File: src/rtl/pgd_pkg.sv
package pgd_pkg;

   localparam int CODE_W   = 4;
   localparam int CTRL_W   = 8;
   localparam int LOCK_BIT = 7;

   typedef struct packed {
      logic sup_rd;
      logic sup_wr;
      logic sup_ex;
      logic usr_rd;
      logic usr_wr;
      logic usr_ex;
   } pgd_perm_t;

   // Maps a 4-bit access code onto separate supervisor and user permissions.
   function automatic pgd_perm_t pgd_code_perm(input logic [CODE_W-1:0] code);
      pgd_perm_t p;
      case (code)
         4'd0:    p = pgd_perm_t'(6'b110_000);
         4'd1:    p = pgd_perm_t'(6'b111_000);
         4'd2:    p = pgd_perm_t'(6'b110_100);
         4'd3:    p = pgd_perm_t'(6'b111_101);
         4'd4:    p = pgd_perm_t'(6'b110_110);
         4'd5:    p = pgd_perm_t'(6'b111_111);
         default: p = pgd_perm_t'(6'b000_000);
      endcase
      return p;
   endfunction

endpackage

File: src/rtl/pgd_ctrl_regs.sv
module pgd_ctrl_regs
   import pgd_pkg::*;
#(
   parameter int NUM_REGION_REGS = 2,
   parameter int NUM_MODULES     = 4,
   parameter int REGION_REG_BASE = 'h30,
   parameter int MOD_REG_BASE    = 'h20
) (
   input  logic                                  clk,
   input  logic                                  rst_n,
   input  logic                                  wr_en,
   input  logic [7:0]                            addr,
   input  logic [CTRL_W-1:0]                     wdata,
   output logic [CTRL_W-1:0]                     rdata,
   output logic [NUM_REGION_REGS-1:0][CODE_W-1:0] region_code,
   output logic [NUM_MODULES-1:0][CODE_W-1:0]     mod_code
);

   localparam int NREG = NUM_REGION_REGS + NUM_MODULES;

   if (REGION_REG_BASE + NUM_REGION_REGS > 256 || MOD_REG_BASE + NUM_MODULES > 256) begin : g_bad_range
      $error("pgd_ctrl_regs: register offsets exceed the 8-bit register space");
   end
   if (MOD_REG_BASE < REGION_REG_BASE + NUM_REGION_REGS &&
       REGION_REG_BASE < MOD_REG_BASE + NUM_MODULES) begin : g_bad_overlap
      $error("pgd_ctrl_regs: module and region register offsets overlap");
   end

   logic [NREG-1:0]             hit;
   logic [NREG-1:0]             lock_q;
   logic [NREG-1:0][CODE_W-1:0] code_q;

   for (genvar i = 0; i < NREG; i++) begin : g_reg
      localparam int OFF = (i < NUM_REGION_REGS) ? REGION_REG_BASE + i
                                                 : MOD_REG_BASE + (i - NUM_REGION_REGS);

      assign hit[i] = (addr == 8'(OFF));

      always_ff @(posedge clk or negedge rst_n) begin
         if (!rst_n) begin
            lock_q[i] <= 1'b0;
            code_q[i] <= '0;
         end else if (wr_en && hit[i] && !lock_q[i]) begin
            lock_q[i] <= wdata[LOCK_BIT];
            code_q[i] <= wdata[CODE_W-1:0];
         end
      end

      // a locked register keeps both its code and its lock until reset
      a_r6_locked_frozen: assert property (@(posedge clk) disable iff (!rst_n)
         lock_q[i] |=> (lock_q[i] && $stable(code_q[i])));

      if (i < NUM_REGION_REGS) begin : g_region
         assign region_code[i] = code_q[i];
      end else begin : g_module
         assign mod_code[i-NUM_REGION_REGS] = code_q[i];
      end
   end

   always_comb begin
      rdata = '0;
      for (int i = 0; i < NREG; i++) begin
         if (hit[i]) rdata = {lock_q[i], 3'b000, code_q[i]};
      end
   end

   logic unused_wdata;
   assign unused_wdata = ^wdata[LOCK_BIT-1:CODE_W];

   // an offset that matches no register never yields nonzero read data
   a_r3_unmapped_zero: assert property (@(posedge clk) disable iff (!rst_n)
      (hit == '0) |-> (rdata == '0));

endmodule

File: src/rtl/pgd_decode.sv
module pgd_decode
   import pgd_pkg::*;
#(
   parameter int REGION_W        = 4,
   parameter int WIN_W           = 10,
   parameter int NUM_REGION_REGS = 2,
   parameter int NUM_MODULES     = 4,
   parameter int MOD_FIRST_WIN   = 1
) (
   input  logic [REGION_W-1:0]                    region,
   input  logic [WIN_W-1:0]                       win,
   input  logic [NUM_REGION_REGS-1:0][CODE_W-1:0] region_code,
   input  logic [NUM_MODULES-1:0][CODE_W-1:0]     mod_code,
   output logic [CODE_W-1:0]                      sel_code,
   output logic                                   mod_hit,
   output logic                                   reserved
);

   if (MOD_FIRST_WIN + NUM_MODULES > (1 << WIN_W)) begin : g_bad_win
      $error("pgd_decode: module windows do not fit inside region 0");
   end
   if (NUM_REGION_REGS < 1 || NUM_REGION_REGS > (1 << REGION_W)) begin : g_bad_regions
      $error("pgd_decode: region register count out of range");
   end

   logic [NUM_MODULES-1:0] win_hit;

   for (genvar i = 0; i < NUM_MODULES; i++) begin : g_win
      assign win_hit[i] = (region == '0) && (win == WIN_W'(MOD_FIRST_WIN + i));
   end

   assign mod_hit  = |win_hit;
   assign reserved = (32'(region) >= NUM_REGION_REGS);

   always_comb begin
      sel_code = '0;
      for (int r = 0; r < NUM_REGION_REGS; r++) begin
         if (region == REGION_W'(r)) sel_code = region_code[r];
      end
      for (int i = 0; i < NUM_MODULES; i++) begin
         if (win_hit[i]) sel_code = mod_code[i];
      end
   end

endmodule

File: src/rtl/pgd_policy.sv
module pgd_policy
   import pgd_pkg::*;
(
   input  logic              clk,
   input  logic              rst_n,
   input  logic              acc_valid,
   input  logic              acc_write,
   input  logic              acc_user,
   input  logic              acc_fetch,
   input  logic [CODE_W-1:0] sel_code,
   input  logic              mod_hit,
   input  logic              reserved,
   output logic              rsp_valid,
   output logic              rsp_ok,
   output logic              rsp_err
);

   pgd_perm_t perm;
   logic      allow;

   always_comb begin
      perm = pgd_code_perm(sel_code);
      if (mod_hit) begin
         perm.sup_ex = 1'b0;
         perm.usr_ex = 1'b0;
      end
      if (reserved)       allow = 1'b0;
      else if (acc_fetch) allow = acc_user ? perm.usr_ex : perm.sup_ex;
      else if (acc_write) allow = acc_user ? perm.usr_wr : perm.sup_wr;
      else                allow = acc_user ? perm.usr_rd : perm.sup_rd;
   end

   always_ff @(posedge clk or negedge rst_n) begin
      if (!rst_n) begin
         rsp_valid <= 1'b0;
         rsp_ok    <= 1'b0;
         rsp_err   <= 1'b0;
      end else begin
         rsp_valid <= acc_valid;
         rsp_ok    <= acc_valid && allow;
         rsp_err   <= acc_valid && !allow;
      end
   end

   // response follows each strobe by exactly one cycle
   a_r10_rsp_follows: assert property (@(posedge clk) disable iff (!rst_n)
      acc_valid |=> rsp_valid);
   a_r10_no_spurious: assert property (@(posedge clk) disable iff (!rst_n)
      !acc_valid |=> !rsp_valid);
   // grant and error are exclusive and only present with a response
   a_r10_exclusive: assert property (@(posedge clk) disable iff (!rst_n)
      rsp_valid ? (rsp_ok != rsp_err) : (!rsp_ok && !rsp_err));
   // reserved regions never grant
   a_r2_reserved_err: assert property (@(posedge clk) disable iff (!rst_n)
      (acc_valid && reserved) |=> rsp_err);
   // fetch into a module window always errors
   a_r8_module_fetch: assert property (@(posedge clk) disable iff (!rst_n)
      (acc_valid && mod_hit && acc_fetch) |=> rsp_err);
   // undefined codes grant nothing
   a_r5_undefined: assert property (@(posedge clk) disable iff (!rst_n)
      (acc_valid && sel_code > 4'd5) |=> rsp_err);

endmodule

File: src/rtl/periph_guard.sv
module periph_guard
   import pgd_pkg::*;
#(
   parameter int ADDR_W          = 30,
   parameter int NUM_MODULES     = 4,
   parameter int MOD_WIN_LOG2    = 16,
   parameter int MOD_FIRST_WIN   = 1,
   parameter int MOD_REG_BASE    = 'h20,
   parameter int REGION_REG_BASE = 'h30
) (
   input  logic              clk,
   input  logic              rst_n,
   input  logic              reg_wr,
   input  logic [7:0]        reg_addr,
   input  logic [7:0]        reg_wdata,
   output logic [7:0]        reg_rdata,
   input  logic              acc_valid,
   input  logic [ADDR_W-1:0] acc_addr,
   input  logic              acc_write,
   input  logic              acc_user,
   input  logic              acc_fetch,
   output logic              rsp_valid,
   output logic              rsp_ok,
   output logic              rsp_err
);

   localparam int REGION_W        = 4;
   localparam int NUM_REGION_REGS = 2;
   localparam int REGION_LSB      = ADDR_W - REGION_W;
   localparam int WIN_W           = REGION_LSB - MOD_WIN_LOG2;

   if (WIN_W < 1 || MOD_WIN_LOG2 < 1) begin : g_bad_geom
      $error("periph_guard: module window size does not fit below the region field");
   end
   if (NUM_MODULES < 1) begin : g_bad_mods
      $error("periph_guard: at least one module window is required");
   end

   logic [NUM_REGION_REGS-1:0][CODE_W-1:0] region_code;
   logic [NUM_MODULES-1:0][CODE_W-1:0]     mod_code;
   logic [CODE_W-1:0]                      sel_code;
   logic                                   mod_hit;
   logic                                   reserved;

   pgd_ctrl_regs #(
      .NUM_REGION_REGS (NUM_REGION_REGS),
      .NUM_MODULES     (NUM_MODULES),
      .REGION_REG_BASE (REGION_REG_BASE),
      .MOD_REG_BASE    (MOD_REG_BASE)
   ) regs_i (
      .clk         (clk),
      .rst_n       (rst_n),
      .wr_en       (reg_wr),
      .addr        (reg_addr),
      .wdata       (reg_wdata),
      .rdata       (reg_rdata),
      .region_code (region_code),
      .mod_code    (mod_code)
   );

   pgd_decode #(
      .REGION_W        (REGION_W),
      .WIN_W           (WIN_W),
      .NUM_REGION_REGS (NUM_REGION_REGS),
      .NUM_MODULES     (NUM_MODULES),
      .MOD_FIRST_WIN   (MOD_FIRST_WIN)
   ) decode_i (
      .region      (acc_addr[ADDR_W-1:REGION_LSB]),
      .win         (acc_addr[REGION_LSB-1:MOD_WIN_LOG2]),
      .region_code (region_code),
      .mod_code    (mod_code),
      .sel_code    (sel_code),
      .mod_hit     (mod_hit),
      .reserved    (reserved)
   );

   pgd_policy policy_i (
      .clk       (clk),
      .rst_n     (rst_n),
      .acc_valid (acc_valid),
      .acc_write (acc_write),
      .acc_user  (acc_user),
      .acc_fetch (acc_fetch),
      .sel_code  (sel_code),
      .mod_hit   (mod_hit),
      .reserved  (reserved),
      .rsp_valid (rsp_valid),
      .rsp_ok    (rsp_ok),
      .rsp_err   (rsp_err)
   );

   logic unused_addr_lsbs;
   assign unused_addr_lsbs = ^acc_addr[MOD_WIN_LOG2-1:0];

endmodule

File: config.mk
export PLATFORM = sky130hd
export DESIGN_NAME = periph_guard
export DESIGN_NICKNAME = d
export VERILOG_FILES = /design/src/rtl/pgd_pkg.sv /design/src/rtl/pgd_ctrl_regs.sv /design/src/rtl/pgd_decode.sv /design/src/rtl/pgd_policy.sv /design/src/rtl/periph_guard.sv
export SDC_FILE = /design/constraint.sdc
export NUM_CORES = 1
export LEC_CHECK = 0
export CAP_MARGIN = 0
export CORE_ASPECT_RATIO = 1.75
export CORE_MARGIN = 3
export CORE_UTILIZATION = 47
export DETAILED_ROUTE_END_ITERATION = 8
export GPL_TIMING_DRIVEN = 0
export PLACE_DENSITY = 0.8
export RECOVER_POWER = 25
export REMOVE_ABC_BUFFERS = 1
export SETUP_SLACK_MARGIN = 0.1
export SKIP_CTS_REPAIR_TIMING = 1
export SYNTH_ARGS = -nofsm -noshare
export SYNTH_HDL_FRONTEND = slang
export SYNTH_HIERARCHICAL = 1
export SYNTH_SLANG_ARGS = --single-unit
File: constraint.sdc
create_clock -name clk -period 1.95 [get_ports clk]
set_input_delay 0.39 -clock clk [delete_from_list [all_inputs] [get_ports clk]]
set_output_delay 0.39 -clock clk [all_outputs]
set_load 0.02 [all_outputs]
==> results.tsv, run 1 <==
stage	metric	value	unit
sta	min Tclk post-route	2.167	ns
worst_setup_path	CP Launch Type	primary input	
sta	Worst Clk Skew	0.004362	ns
worst_setup_path	Worst EP arrival	1.78	ns
worst_setup_path	crit path cell chain	buf_8 > or4b_4 > nor2_2 > a2bb2oi_2 > o32ai_4 > buf_4	
synth	Cell Area, Synth	2097	µm²
worst_setup_path	worst r2r src	regs_i/mod_code[10]	
sta	Final Hold Viols	0	
finish	most common cell after layout, fill and taps aside	dfrtp_1	
synth	Post-synth EDFFs	0	
power_and_ir_drop	Sw Share	27.84	%
sta	max-slew violations	0	
placement	dpl ws	-1.479	ns
drt	WL met1	2163	µm
power_and_ir_drop	Power per Cell Area	517.5	nW/µm²
sta	RSZ-0062 raised after global routing	yes	
sta	Setup Viol. Count Final	6	
drt	routed vias/inst	6.365	
grt	initial antenna violation count	0	
grt	first-pass GRT wire length	8411	µm
finish	Layout Area Growth over Synthesis	39.56	%
worst_setup_path	worst path bufs/invs	2	
placement	input/output buffers	41	
clocking	clk_lat worst skew	0.29	ns
drt	drt initial violations	72	
drt	first drt pass iteration count	4	
finish	multi-input logic area	1436	µm²
drt	DR top layer	met4	
floorplan	Placeable Area	4228	µm²
finish	ratio of cells with drive above 1 in the final layout	43.72	%
sta	Worst Setup Slack, final	-0.2171	ns
power_and_ir_drop	part of the power in combinational logic	18.6	%
job	Max-cap violations	0	
synth	Netlist cell types	49	
clocking	deepest clock path buffer count	2	
grt	vias in the first global route	1760	
floorplan	IO Count	64	
clocking	CTS Buf Count	5	
clocking	# H-tree levels	2	
finish	Antenna diodes	0	
placement	DP HPWL	3907	µm
worst_setup_path	CP top delay family	simple AND/OR/NAND/NOR gates	
worst_setup_path	CP Capture Type	output port	
finish	fin cells	296	
floorplan	row cnt	31	
status	failing checks	negative setup slack	
synth	Synth Register Bits	33	
drt	final WL	6165	µm
floorplan	Die X	56.50	µm
clocking	CTS tree	done	
sta	Max Clk Rate	0.4614	GHz
grt	global route overflow	0	
floorplan	Starting Density	49.60	%
finish	post-route cell area	2927	µm²
synth	Seq/Total Area, Yosys	39.38	%
drt	DRC Markers	0	
power_and_ir_drop	Clock power frac	33.3	%
power_and_ir_drop	Peak VDD IR	486.6	µV
clocking	Clock Pin Slew Worst Setup and Hold Paths	0.07	ns
finish	FILL cells	297	
worst_setup_path	Setup crit start	reg_addr[6]	
worst_setup_path	Critical Path Max Stage Delay	0.61	ns
finish	most frequent cells in the layout	33 x dfrtp_1, 24 x mux2_2, 14 x buf_4	
drt	met3 WL	306	µm
floorplan	Die Y-Extent	94.37	µm
drt	antenna viol nets, final	0	
power_and_ir_drop	Power Internal	1.093	mW
sta	Final Cycle Share	111.1	%
grt	Global Route Usage Sum	20.46	%
placement	Final Wtd Congestion	0.8363	
status	status	finished with violations	
synth	Async SR Flop Fraction	100.0	%
power_and_ir_drop	Sw Pwr	0.4216	mW
floorplan	DIE AREA	5331	µm²
power_and_ir_drop	leak pwr	1.400	nW
drt	wire per inst	20.83	µm
drt	met2 WL	3429	µm
synth	Mapped Cells	198	
min_path	worst min-delay path category	primary input to asynchronous set/reset pin	
grt	pin count of the biggest net entering global routing	34	
worst_setup_path	slowest cell on the critical path	or4b_4	
synth	prevailing post-synth register cell	dfrtp_1	
worst_setup_path	CP max FO	4	
synth	Syn. warnings	6	
finish	final net count	299	
synth	synthesized area per cell	10.59	µm²
worst_setup_path	WS Path Type	primary input to output port	
clocking	# clock sinks	33	
power_and_ir_drop	sequential power share	48.1	%
worst_setup_path	WP data required	1.56	ns
finish	Layout Utilization	69.22	%
clocking	clock root cell	clkbuf_8	
drt	via count	1884	
placement	Placed Cells	277	
placement	placed inst area	2506	µm²
sta	Worst slew margin	45.01	%
finish	FF/Latch Area	825.8	µm²
sta	Slew @ Worst Pin	0.8248	ns
[cell usage after synthesis, types with 4 or more instances]
cell	instances	area, µm²
a21oi_1	7	35.03
a22oi_1	5	37.54
a2bb2oi_1	5	43.79
clkbuf_1	5	18.77
dfrtp_1	33	825.8
inv_1	4	15.01
mux2_1	4	45.04
mux2_2	24	270.3
mux2_4	4	60.06
mux2i_1	4	40.04
nand2_1	10	37.54
nand3_1	4	20.02
nor2_1	9	33.78
nor2b_1	4	25.02
o211ai_1	6	45.04
o21a_1	5	37.54
o21ai_0	5	25.02
o32ai_1	5	43.79
or2b_1	4	30.03
or3_1	9	56.30
[layer usage]
layer  global-route usage [%]  vias up
li1                         -      838
met1                    21.76      944
met2                    38.03       78
met3                    3.694       24
met4                    9.703        0
met5                        0        -
[worst paths after layout]
| kind | endpoint | slack [ns] | depth (start not counted) |
|---|---|---|---|
| worst min-delay path | regs_i/mod_code[12] | 0.19 | 1 |
| worst max register to register | policy_i/rsp_err | 0.23 | 6 |
| min in group clk | regs_i/lock_q[0] | 0.48 | 2 |
| worst min register to register | regs_i/lock_q[0] | 0.48 | 2 |
| max in group asynchronous | regs_i/lock_q[1] | 1.24 | 1 |
| worst max-delay path | reg_rdata[1] | -0.22 | 6 |
[registers in the layout, indices dropped and copies added (netlist names)]
register,flops
regs_i/mod_code,16
regs_i/region_code,8
regs_i/lock_q,6
policy_i/rsp_err,1
policy_i/rsp_ok,1
policy_i/rsp_valid,1
[per-stage QoR]
| stage | TNS, ns | hold WS (ns) | power, mW |
|---|---|---|---|
| 2_1_floorplan | -0.6669 | 0.09441 | 0.8274 |
| 6_report | -0.9653 | 0.1852 | 1.514 |
| 3_3_place_gp | -27.89 | 0.4444 | 0.9660 |
| 5_1_grt | -1.210 | 0.2523 | 1.577 |
| 4_1_cts | -14.37 | 0.1799 | 1.468 |
| 3_5_place_dp | -22.77 | 0.4606 | 0.9692 |
[logic make-up after synthesis]
kind of cell / share of synthesized area (%)
AND/OR/NAND/NOR: 18.97
AO/OA/AOI/OAI: 17.42
multiplexers: 19.81
flip-flops: 39.38
buffers and inverters: 3.818
XOR/XNOR: 0.4177
other: 0.1788
[layout make-up]
| type | instances | share of cell area (%) |
|---|---|---|
| inverter | 4 | 0.5130 |
| tap | 49 | 2.095 |
| clock buffer | 6 | 2.480 |
| multi-input combinational | 150 | 49.08 |
| sequential | 33 | 28.22 |
| timing repair buffer | 52 | 17.27 |
| clock inverter | 2 | 0.3420 |
[power groups by stage]
stage	combinational [mW]	clock [mW]	sequential, mW
floorplan	0.0936	0	0.734
global placement	0.230	0	0.736
detailed placement	0.232	0	0.737
CTS	0.234	0.510	0.724
global route	0.299	0.549	0.730
finish	0.282	0.505	0.728
Power figures use the tool's default switching activity.
==> run 2: changes to the inputs <==
CORE_MARGIN = 2   (was 3)
==> run 2 against run 1 <==
The run still ends with negative setup slack left. Register-to-register slack worse by 0.05 ns. Global-route usage is 1.9 points higher. Sequential cell count stayed put. Sequential share of layout area is 0.19 points lower. Combinational power is 1% higher. First-iteration DRC count is 38% lower. Clock skew hardly changed. Total power is 0.11% lower. Maximum frequency is 0.26% lower. Worst hold slack better by 0.0034 ns. Critical path type is now primary input to flop. Critical endpoint is now policy_i/rsp_err. Largest power group unchanged. Highest routed layer unchanged.
==> results.tsv, run 2 (same netlist as run 1, synthesis figures left out) <==
stage	metric	value	unit	change
worst_setup_path	Setup crit start	acc_addr[26]		was reg_addr[6]
floorplan	DIE AREA	5033	µm²	was 5331 µm²
worst_setup_path	Worst EP arrival	2.35	ns	was 1.78 ns
clocking	# clock sinks	33		unchanged
placement	placed inst area	2509	µm²	was 2506 µm²
placement	Placed Cells	279		was 277
placement	dpl ws	-1.540	ns	was -1.479 ns
worst_setup_path	CP Launch Type	primary input		unchanged
sta	Hold WS	0.1886	ns	was 0.1852 ns
drt	routed vias/inst	6.280		was 6.365
placement	DP HPWL	3871	µm	was 3907 µm
worst_setup_path	CP top delay family	simple AND/OR/NAND/NOR gates		unchanged
floorplan	IO Count	64		unchanged
clocking	# H-tree levels	2		unchanged
finish	Layout Area Growth over Synthesis	40.51	%	was 39.56%
finish	Antenna diodes	0		unchanged
finish	fin cells	300		was 296
worst_setup_path	slowest cell on the critical path	or4_4		was or4b_4
worst_setup_path	CP Capture Type	flop		was output port
floorplan	Placeable Area	4364	µm²	was 4228 µm²
grt	Global Route Usage Sum	22.34	%	was 20.46%
sta	Worst slew margin	44.89	%	was 45.01%
worst_setup_path	r2r setup slk	0.18	ns	was 0.23 ns
status	failing checks	negative setup slack		unchanged
floorplan	Die Y-Extent	92.37	µm	was 94.37 µm
sta	Setup Viol. Count Final	10		was 6
power_and_ir_drop	Power per Cell Area	513.4	nW/µm²	was 517.5 nW/µm²
job	Max-cap violations	0		unchanged
finish	final net count	301		was 299
sta	Final Cycle Share	111.4	%	was 111.1%
clocking	Clock Pin Slew Worst Setup and Hold Paths	0.07	ns	about the same
clocking	clock root cell	clkbuf_8		unchanged
worst_setup_path	Critical Path Max Stage Delay	0.56	ns	was 0.61 ns
worst_setup_path	WP data required	2.13	ns	was 1.56 ns
power_and_ir_drop	Peak VDD IR	509.5	µV	was 486.6 µV
finish	most frequent cells in the layout	33 x dfrtp_1, 24 x mux2_2, 17 x buf_4		was 33 x dfrtp_1, 24 x mux2_2, 14 x buf_4
finish	max reg flops	16		unchanged
worst_setup_path	R2R cell count	6		unchanged
sta	min Tclk post-route	2.173	ns	was 2.167 ns
worst_setup_path	Setup crit end	policy_i/rsp_err		was reg_rdata[1]
sta	max-slew violations	0		unchanged
status	status	finished with violations		unchanged
sta	Worst Setup Slack, final	-0.2228	ns	was -0.2171 ns
drt	antenna viol nets, final	0		unchanged
finish	most common cell after layout, fill and taps aside	dfrtp_1		unchanged
worst_setup_path	WP depth	8		was 6
clocking	CTS Buf Count	5		unchanged
min_path	worst min-delay path category	primary input to asynchronous set/reset pin		unchanged
worst_setup_path	worst r2r src	regs_i/mod_code[10]		unchanged
drt	wire per inst	19.97	µm	was 20.83 µm
grt	initial antenna violation count	0		unchanged
clocking	CTS tree	done		unchanged
sta	Final Hold Viols	0		unchanged
power_and_ir_drop	leak pwr	1.408	nW	was 1.400 nW
floorplan	row cnt	32		was 31
placement	Final Wtd Congestion	0.8074		was 0.8363
grt	global route overflow	0		unchanged
floorplan	Starting Density	48.05	%	was 49.60%
floorplan	Die X	54.50	µm	was 56.50 µm
worst_setup_path	WS Path Type	primary input to flop		was primary input to output port
placement	input/output buffers	41		unchanged
drt	final WL	5991	µm	was 6165 µm
grt	pin count of the biggest net entering global routing	34		unchanged
drt	drt initial violations	45		was 72
worst_setup_path	reg2reg end	policy_i/rsp_err		unchanged
grt	vias in the first global route	1704		was 1,760
drt	via count	1884		unchanged
worst_setup_path	crit path cell chain	buf_12 > or4_4 > or3_4 > o211ai_1 > o211ai_1 > a211oi_2 > o21ai_2 > o21a_1		was buf_8 > or4b_4 > nor2_2 > a2bb2oi_2 > o32ai_4 > buf_4
clocking	deepest clock path buffer count	2		unchanged
finish	ratio of cells with drive above 1 in the final layout	45.38	%	was 43.72%
sta	Slew @ Worst Pin	0.8266	ns	was 0.8248 ns
drt	DRC Markers	0		unchanged
sta	RSZ-0062 raised after global routing	yes		unchanged
worst_setup_path	CP max FO	7		was 4
worst_setup_path	Critical Path Most Common Cell	o211ai_1		
sta	Worst Clk Skew	0.004074	ns	was 0.004362 ns
worst_setup_path	worst path bufs/invs	1		was 2
sta	Max Clk Rate	0.4602	GHz	was 0.4614 GHz
drt	first drt pass iteration count	4		unchanged
finish	post-route cell area	2947	µm²	was 2927 µm²
grt	first-pass GRT wire length	8073	µm	was 8411 µm
clocking	clk_lat worst skew	0.28	ns	was 0.29 ns
run 2: area by class of cell:
type | count | area [µm²]
inverter | 4 | 15.01
multi-input combinational | 150 | 1433
clock inverter | 2 | 10.01
sequential | 33 | 825.8
tap | 51 | 63.81
fill | 309 | 1418
timing repair buffer | 54 | 526.8
clock buffer | 6 | 72.57
run 2: routing by layer:
layer / part of all wire, % / vias to the layer above / global-route usage (%)
li1: - / 847 / -
met1: 37 / 942 / 25.40
met2: 55 / 73 / 36.75
met3: 3.8 / 22 / 3.387
met4: 4.4 / 0 / 14.58
met5: 0 / - / 0
run 2: how the worst min path moves through the flow:
stage / startpoint / to / depth (start not counted)
5_1_grt: rst_n / regs_i/mod_code[8] / 1
3_5_place_dp: regs_i/lock_q[0] / regs_i/lock_q[0] / 2
6_report: rst_n / policy_i/rsp_err / 1
3_3_place_gp: regs_i/lock_q[0] / regs_i/lock_q[0] / 2
2_1_floorplan: rst_n / policy_i/rsp_err / 0
4_1_cts: rst_n / regs_i/mod_code[8] / 1
run 2: through the flow:
stage	util (%)	TNS [ns]	power (mW)
after floorplan	-	-0.6669	0.8274
after detailed placement	57.48	-23.86	0.9699
after global placement	57.60	-27.92	0.9652
after global routing	67.52	-1.094	1.555
after CTS	59.38	-15.16	1.464
final	67.52	-0.9839	1.513
run 2: worst register-to-register path, cell delays in order (launching register included):
cell and delay, ns:
dfrtp_1 0.41, or3_4 0.39, o211ai_1 0.19, o211ai_1 0.17
a211oi_2 0.23, o21ai_2 0.09, o21a_1 0.19
run 2: where the power goes:
group          internal [mW]  leakage, nW  switching (mW)  total, mW
clock network          0.247       0.0450           0.252      0.500
registers              0.707        0.442          0.0204      0.727
logic                  0.143        0.921           0.143      0.286
total                   1.10         1.41           0.415       1.51
==> run 3: changes to the inputs <==
CELL_PAD_IN_SITES_DETAIL_PLACEMENT = 0   (was default)
CELL_PAD_IN_SITES_GLOBAL_PLACEMENT = 2   (was default)
CORE_UTILIZATION = 29   (was 47)
PLACE_DENSITY = default   (was 0.8)
PLACE_DENSITY_LB_ADDON = 0.1   (was default)
SKIP_LAST_GASP = 1   (was default)
==> run 3 against run 2 <==
The run still ends with negative setup slack left. Cell count up 12%. First-iteration DRC count up 33%. Clock-buffer cell count up 1. Worst hold slack better by 0.022 ns. Register-to-register slack worse by 0.03 ns. Sequential cell count unchanged. Die area up 58%. Design area up 3.6%. Utilization down 25 points. Clock skew about the same. Clock power up 65%. Total power up 21%. Largest power group is now clock.
==> results.tsv, run 3 (same netlist as run 1, synthesis figures left out) <==
stage	metric	value	unit	change
floorplan	Die Y-Extent	116.5	µm	was 92.37 µm
power_and_ir_drop	Sw Share	24.07	%	was 27.45%
placement	DP HPWL	4758	µm	was 3871 µm
worst_setup_path	CP Capture Type	flop		unchanged
drt	wire per inst	19.13	µm	was 19.97 µm
clocking	CTS Buf Count	5		unchanged
power_and_ir_drop	Sw Pwr	0.4396	mW	was 0.4153 mW
grt	Global Route Usage Sum	16.40	%	was 22.34%
status	status	finished with violations		unchanged
power_and_ir_drop	Power Internal	1.387	mW	was 1.097 mW
power_and_ir_drop	sequential power share	39.9	%	was 48.1%
clocking	clock root cell	clkbuf_16		was clkbuf_8
drt	final WL	6428	µm	was 5991 µm
floorplan	Die X	68.28	µm	was 54.50 µm
finish	final net count	302		was 301
worst_setup_path	R2R cell count	6		unchanged
worst_setup_path	WS Path Type	primary input to flop		unchanged
grt	initial antenna violation count	0		unchanged
finish	post-route cell area	3052	µm²	was 2947 µm²
power_and_ir_drop	Power per Cell Area	598.6	nW/µm²	was 513.4 nW/µm²
sta	Worst slew margin	42.76	%	was 44.89%
finish	Layout Area Growth over Synthesis	45.53	%	was 40.51%
sta	Hold WS	0.2105	ns	was 0.1886 ns
finish	ratio of cells with drive above 1 in the final layout	44.40	%	was 45.38%
clocking	CTS tree	done		unchanged
power_and_ir_drop	Clock power frac	45.2	%	was 33.0%
sta	Setup Viol. Count Final	6		was 10
floorplan	IO Count	64		unchanged
worst_setup_path	Worst EP arrival	2.35	ns	about the same
status	failing checks	negative setup slack		unchanged
power_and_ir_drop	leak pwr	1.447	nW	was 1.408 nW
clocking	deepest clock path buffer count	2		unchanged
sta	Final Cycle Share	112.1	%	was 111.4%
placement	Final Wtd Congestion	0.8257		was 0.8074
drt	via count	1763		was 1,884
drt	drt initial violations	60		was 45
clocking	# clock sinks	33		unchanged
sta	Worst Clk Skew	0.003844	ns	was 0.004074 ns
clocking	Clock Pin Slew Worst Setup and Hold Paths	0.05	ns	was 0.07 ns
sta	Final Hold Viols	0		unchanged
floorplan	Starting Density	29.41	%	was 48.05%
drt	first drt pass iteration count	4		unchanged
floorplan	Placeable Area	7131	µm²	was 4364 µm²
min_path	worst min-delay path category	primary input to asynchronous set/reset pin		unchanged
drt	routed vias/inst	5.247		was 6.280
drt	antenna viol nets, final	0		unchanged
power_and_ir_drop	part of the power in combinational logic	14.9	%	was 18.9%
sta	min Tclk post-route	2.187	ns	was 2.173 ns
finish	Antenna diodes	0		unchanged
grt	vias in the first global route	1779		was 1,704
worst_setup_path	CP Launch Type	primary input		unchanged
sta	RSZ-0062 raised after global routing	yes		unchanged
sta	Worst Setup Slack, final	-0.2365	ns	was -0.2228 ns
floorplan	row cnt	41		was 32
sta	Slew @ Worst Pin	0.8586	ns	was 0.8266 ns
power_and_ir_drop	Peak VDD IR	449.3	µV	was 509.5 µV
placement	input/output buffers	41		unchanged
placement	placed inst area	2552	µm²	was 2509 µm²
sta	max-slew violations	0		unchanged
worst_setup_path	CP max FO	6		was 7
finish	most frequent cells in the layout	33 x dfrtp_1, 24 x mux2_2, 17 x buf_4		unchanged
job	Max-cap violations	0		unchanged
grt	pin count of the biggest net entering global routing	34		unchanged
clocking	clk_lat worst skew	0.28	ns	about the same
floorplan	DIE AREA	7954	µm²	was 5033 µm²
grt	global route overflow	0		unchanged
clocking	# H-tree levels	2		unchanged
finish	FILL cells	691		was 309
sta	post-route setup TNS	-0.7262	ns	was -0.9839 ns
grt	first-pass GRT wire length	9280	µm	was 8073 µm
sta	Max Clk Rate	0.4574	GHz	was 0.4602 GHz
finish	max reg flops	16		unchanged
drt	DRC Markers	0		unchanged
finish	most common cell after layout, fill and taps aside	dfrtp_1		unchanged
worst_setup_path	WP data required	2.12	ns	was 2.13 ns
==> run 3: changes by cell type in the layout (fill, tap and decap cells not counted), moves of 2 or more <==
cell	before	now
dlymetal6s2s_1	12	14
o32ai_2	5	3
o32ai_1	0	2
clkbuf_2	5	3
clkbuf_8	5	2
buf_2	1	3
clkbuf_16	0	5
==> run 3: power by group through the flow <==
stage	Sequential (mW)	Clock, mW	Combinational (mW)
3_3_place_gp	0.737	0	0.238
5_1_grt	0.731	0.873	0.294
4_1_cts	0.725	0.844	0.242
3_5_place_dp	0.737	0	0.240
2_1_floorplan	0.734	0	0.0936
6_report	0.728	0.826	0.273
==> run 3: worst max-delay path, stage by stage <==
cell and delay (ns):
buf_12 0.10, or4_4 0.55, or3_4 0.42, o211ai_1 0.17
o211ai_1 0.18, a211oi_2 0.25, o21ai_2 0.11, o21a_1 0.19
==> run 3: stage by stage <==
stage / std cells / total power [mW] / setup WS [ns] / utilization [%]
final: 336 / 1.827 / -0.2365 / 42.80
after global routing: 336 / 1.898 / -0.3264 / 42.80
after CTS: 322 / 1.810 / -1.542 / 38.01
after detailed placement: 314 / 0.9775 / -1.546 / 35.80
after global placement: 314 / 0.9744 / -1.564 / 35.87
after floorplan: 187 / 0.8274 / -0.3582 / -
==> run 3: cell type report <==
cell class,count,area (µm²),area share [%]
multi-input combinational,150,1405,46.04
sequential,33,825.8,27.06
timing repair buffer,55,540.5,17.71
clock buffer,7,152.6,5.002
tap,86,107.6,3.526
inverter,4,15.01,0.4920
clock inverter,1,5.005,0.1640
==> run 3: routing by layer <==
layer  track usage [%]  vias to the layer above  wire (µm)
li1                  -                      844          -
met5                 0                        -          0
met3             2.601                       11        233
met1             17.25                      866       2353
met2             30.42                       42       3654
met4             7.867                        0        187
==> run 3: final timing paths <==
check | from | end | slack (ns)
worst max-delay path | acc_addr[26] | policy_i/rsp_err | -0.24
worst min-delay path | rst_n | regs_i/lock_q[4] | 0.21
worst max register to register | regs_i/mod_code[10] | policy_i/rsp_err | 0.15
worst min register to register | regs_i/lock_q[0] | regs_i/lock_q[0] | 0.47
max in group asynchronous | rst_n | policy_i/rsp_ok | 1.20
min in group clk | reg_addr[0] | regs_i/lock_q[4] | 0.46
